File: config.mk
export PLATFORM = sky130hd
export DESIGN_NAME = pkt_len_steer
export DESIGN_NICKNAME = d
export VERILOG_FILES = /design/src/rtl/pkt_len_steer.sv
export SDC_FILE = /design/constraint.sdc
export NUM_CORES = 2
export LEC_CHECK = 0
export BUFFER_PORTS_ARGS = -buffer_cell sky130_fd_sc_hd__buf_4
export CORE_MARGIN = 2
export CORE_UTILIZATION = 64
export DETAILED_ROUTE_END_ITERATION = 12
export MAX_ROUTING_LAYER = met4
export PLACE_DENSITY = 0.78
export SYNTH_ARGS = -nofsm -noshare
export SYNTH_HDL_FRONTEND = slang
export SYNTH_SLANG_ARGS = --single-unit
File: constraint.sdc
create_clock -name clk -period 4.15 [get_ports clk]
set_input_delay 0.2075 -clock clk [delete_from_list [all_inputs] [get_ports clk]]
set_output_delay 0.2075 -clock clk [all_outputs]
set_load 0.005 [all_outputs]
File: src/rtl/pkt_len_steer.sv
module pkt_len_steer #(
  parameter int NUM_CH = 64,
  parameter int DATA_W = 32,
  parameter int MINL_W = 8,
  parameter int MAXL_W = 14,
  parameter int DEF_MIN = 64,
  parameter int DEF_MAX = 1518
) (
  input  logic                                 clk,
  input  logic                                 rst_n,
  input  logic                                 in_valid,
  input  logic                                 in_sop,
  input  logic                                 in_eop,
  input  logic [$clog2(NUM_CH)-1:0]            in_chan,
  input  logic [DATA_W/8-1:0]                  in_be,
  input  logic [DATA_W-1:0]                    in_data,
  input  logic                                 cfg_wr,
  input  logic [$clog2(NUM_CH)-1:0]            cfg_addr,
  input  logic [MINL_W+MAXL_W+1:0]             cfg_wdata,
  output logic [MINL_W+MAXL_W+1:0]             cfg_rdata,
  output logic                                 out_valid,
  output logic                                 out_sop,
  output logic                                 out_eop,
  output logic [$clog2(NUM_CH)-1:0]            out_chan,
  output logic [DATA_W/8-1:0]                  out_be,
  output logic [DATA_W-1:0]                    out_data,
  output logic [1:0]                           out_dest,
  output logic                                 out_len_err
);
  localparam int CH_W  = $clog2(NUM_CH);
  localparam int CNT_W = MAXL_W + 1;
  localparam int MAX_LO = MINL_W;
  localparam int DST_LO = MINL_W + MAXL_W;

  logic [MINL_W-1:0] min_t [NUM_CH];
  logic [MAXL_W-1:0] max_t [NUM_CH];
  logic [1:0]        dst_t [NUM_CH];

  logic [MINL_W-1:0] min_q, lim_min;
  logic [MAXL_W-1:0] max_q, lim_max;
  logic [1:0]        dst_q, lim_dst;
  logic [CNT_W-1:0]  cnt_q, tot;
  logic              over_q, over, short_pkt;

  always_ff @(posedge clk) begin
    if (!rst_n) begin
      for (int i = 0; i < NUM_CH; i++) begin
        min_t[i] <= MINL_W'(DEF_MIN);
        max_t[i] <= MAXL_W'(DEF_MAX);
        dst_t[i] <= 2'b00;
      end
    end else if (cfg_wr) begin
      min_t[cfg_addr] <= cfg_wdata[MINL_W-1:0];
      max_t[cfg_addr] <= cfg_wdata[MAX_LO +: MAXL_W];
      dst_t[cfg_addr] <= cfg_wdata[DST_LO +: 2];
    end
  end

  assign cfg_rdata = {dst_t[cfg_addr], max_t[cfg_addr], min_t[cfg_addr]};

  assign lim_min = in_sop ? min_t[in_chan] : min_q;
  assign lim_max = in_sop ? max_t[in_chan] : max_q;
  assign lim_dst = in_sop ? dst_t[in_chan] : dst_q;

  assign tot       = (in_sop ? '0 : cnt_q) + CNT_W'($countones(in_be));
  assign over      = (~in_sop & over_q) | (tot > {1'b0, lim_max});
  assign short_pkt = in_eop & (tot < CNT_W'(lim_min));

  always_ff @(posedge clk) begin
    if (!rst_n) begin
      cnt_q  <= '0;
      over_q <= 1'b0;
      min_q  <= '0;
      max_q  <= '0;
      dst_q  <= '0;
    end else if (in_valid) begin
      cnt_q  <= tot;
      over_q <= over;
      min_q  <= lim_min;
      max_q  <= lim_max;
      dst_q  <= lim_dst;
    end
  end

  always_ff @(posedge clk) begin
    if (!rst_n) begin
      out_valid   <= 1'b0;
      out_len_err <= 1'b0;
    end else begin
      out_valid   <= in_valid;
      out_len_err <= in_valid & (over | short_pkt);
    end
    out_sop  <= in_sop;
    out_eop  <= in_eop;
    out_chan <= in_chan;
    out_be   <= in_be;
    out_data <= in_data;
    out_dest <= lim_dst;
  end

  logic [1:0] prev_dest;
  logic       prev_err;
  always_ff @(posedge clk) begin
    if (!rst_n) begin
      prev_dest <= '0;
      prev_err  <= 1'b0;
    end else if (out_valid) begin
      prev_dest <= out_dest;
      prev_err  <= out_len_err;
    end
  end


  valid_follow_chk: assert property (@(posedge clk) disable iff (!rst_n)
    in_valid |=> out_valid);

  idle_follow_chk: assert property (@(posedge clk) disable iff (!rst_n)
    !in_valid |=> !out_valid);

  dest_hold_chk: assert property (@(posedge clk) disable iff (!rst_n)
    (out_valid && !out_sop) |-> out_dest == prev_dest);

  err_sticky_chk: assert property (@(posedge clk) disable iff (!rst_n)
    (out_valid && !out_sop && prev_err) |-> out_len_err);

  cfg_write_chk: assert property (@(posedge clk) disable iff (!rst_n)
    cfg_wr |=> (cfg_addr != $past(cfg_addr)) || (cfg_rdata == $past(cfg_wdata)));
endmodule

==> flow_summary.ini <==
[critical_path]
path_class = flip-flop to output pin
reg2reg_from = max_t[48][10]
worstSetupStartpointType = flip-flop
reg2regPathDepth = 15
arrival_ps = 4000
cp-end-kind = output pin
crit_required_ps = 3940
r2r_slack_ps = 130
critPathMaxFanout = 2
r2r-end = out_len_err

[power_and_ir_drop]
combPwrFrac = 0.123
power_leakage_nw = 31.4
ir_drop_mv = 0.432
clock_power_share = 0.384
p_switching_mw = 10.1
switching_share = 0.257
powerDensity_mw_per_mm2 = 418
seqPwrFrac = 0.492
p_int_mw = 29.1

[floorplanning]
start_util = 0.644
rows = 131
die_area_mm2 = 0.131
io_pins = 150
die_y_um = 362
core_area_mm2 = 0.127
die_w_um = 362

[clock_tree]
post-cts-setup-buffers = 0
clkLatencyLatePin_ps = 840
cts_max_level = 4
cts_tree = built
root_buffer = clkbuf_16
clock_path_buffers = 3
cts.sinks = 1624
clkTransAtPathRegs_ps = 60
cts_buffers = 168

[cells_and_area]
drive_above_1_share = 0.238
final_area_mm2 = 0.0937
layout.nets = 6175
area_growth_pct = 14.5
fin_util = 0.737
final_common_cell = edfxtp_1
final_cell_mix = edfxtp_1, and2_1, or3_1

[synth]
synth_seq_area_share = 0.585
syn_inst = 5915
yosys_warnings = 0
synth_fp_nets = 6018
yosys_most_used_dff = edfxtp_1
async_flop_share = 0
avgSynthCellArea_um2 = 13.8
ys_seq_elements = 1624
synth_edf_count = 1536
netlist_area_mm2 = 0.0819
yosysTopAreaCell = edfxtp_1
synth_cell_type_count = 55
synth_top_area_share = 0.563
synth_area_leaders = edfxtp_1, mux4_2, and2_1

[sta]
skew_ps = 29.1
final_hold_viol_count = 0
max_slew.worst_pin.slew_ps = 1350
drv_slew = 0
slew_headroom = 0.0917
final.min_clock_period_ps = 4210
setup_violations = 1
clock.fmax_mhz = 238
finalCritPeriodShare = 1.01
finalWorstSetupSlack_ps = -58.9

[run_status]
outcome = finished, violations left
violations = setup timing

[grt]
grt_pass1_wl_mm = 439
grt_max_degree = 89
grt-ovfl-total = 0
grt_usage = 0.492
antenna_found_initial = 14
first_global_vias = 59700

[placement]
place_area_mm2 = 0.0879
dp_hpwl_mm = 201
port_buffers = 149
place.gp.congestion = 1.04

[worst_hold_path]
holdPathStages = 2
hold_end = out_data[4]
worstHoldStart = in_data[4]
hold_path.class = input port to flip-flop

[route]
drt_pre_antenna_iters = 7
vias = 62200
routed_wl_mm = 312
wl_per_cell_um = 39.6
viasPerCell = 7.89
ant_nets = 0
drc = 0
first_iter_violations = 13100

[run]
drv_cap = 0
-- worst max-delay path, cell delays in order (launching register included) --
cell and delay [ps]:
edfxtp_1 400, a22o_1 220, a221oi_1 260, a31oi_1 150, buf_4 210, nor4_1 1110
nand3_1 520, buf_4 290
-- state kept, by name (all words and copies together), names as in the netlist --
register and cells:
out_valid 1, dst_q 2, cnt_q 15, min_t 512, out_chan 6, out_sop 1, out_dest 2, max_t 896
out_be 4, out_data 32, dst_t 128, out_eop 1, over_q 1, max_q 14, out_len_err 1, min_q 8
-- metal layers --
metal  global-route usage  up-vias  routed length (um)
li1                     -    23800                   -
met1                0.623    30200               97700
met2                0.660     6708              129000
met3                0.203     1461               60600
met4                0.297        0               25200
met5                    -        -                   0
-- cells by family (layout without fill, tap and decap cells) --
group	after synthesis	after routing	share of synthesized area
AO/OA/AOI/OAI	1180	1180	0.105
AND/OR/NAND/NOR	1854	1854	0.137
other	0	16	0
multiplexers	500	500	0.133
buffers and inverters	725	1019	0.0348
XOR/XNOR	7	7	0.000749
flip-flops	1624	1624	0.585
adder cells (fa/ha/maj)	25	25	0.00409
-- cell type report --
class | instances | area [um2]
Antenna cell | 16 | 40.0
Clock buffer | 210 | 4550
Clock inverter | 97 | 826
Fill cell | 7913 | 33400
Inverter | 12 | 45.0
Multi-Input combinational cell | 3566 | 31800
Sequential cell | 1624 | 47900
Tap cell | 1662 | 2080
Timing Repair Buffer | 700 | 6570
-- power groups by stage --
stage          Sequential, mW  Combinational, mW  Clock (mW)
2_1_floorplan            19.4               2.37           0
3_3_place_gp             19.5               4.43           0
3_5_place_dp             19.6               4.49           0
4_1_cts                  19.3               4.55        15.0
5_1_grt                  19.4               4.82        15.6
6_report                 19.3               4.83        15.1
-- worst max path at each step --
stage / from / end / cells past startpoint / slack, ps
after detailed placement: in_be[0] / out_len_err / 17 / -110
after floorplan: in_sop / out_len_err / 17 / 310
after global placement: in_be[0] / out_len_err / 17 / -150
final: max_t[49][4] / cfg_rdata[12] / 7 / -60
after global routing: in_be[0] / out_len_err / 18 / -9
after CTS: in_be[0] / out_len_err / 18 / 160
-- what timing repair did --
item                                   4_1_cts  5_1_grt
hold buffers                                45        0
endpoints found under the hold margin       61        0
resized for setup                            0        3
setup endpoints to repair                    0        2
-- through the flow --
step	power, mW	setup WS, ps	hold slack, ps	TNS [ps]	std cells
floorplan	21.8	311	235	0	5915
global placement	24.0	-150	312	-283	7519
detailed placement	24.1	-114	313	-206	7519
CTS	38.8	160	1.85	0	7871
global route	39.8	-8.71	37.1	-8.71	7880
finish	39.2	-58.9	39.0	-58.9	7887
-- synthesized netlist by cell type, types with 6 or more instances --
cell      instances
nand2b_1          6
or3_1           581
nor2_1           98
nor3_1            7
buf_2            31
buf_1           104
nor4_1           24
o21ai_0          72
mux2_2           12
nor2b_1           7
a22oi_1         534
a21oi_1         112
nand3_1          18
mux4_2          472
mux2i_1          16
inv_1            10
dfxtp_1          88
nand4_1          67
ha_1             22
clkbuf_1        558
a221oi_1        140
a31oi_1         136
and2_1          964
o22ai_1           6
a22o_1          163
buf_4            15
nand2_1          56
edfxtp_1       1536
Power figures use the tool's default switching activity.
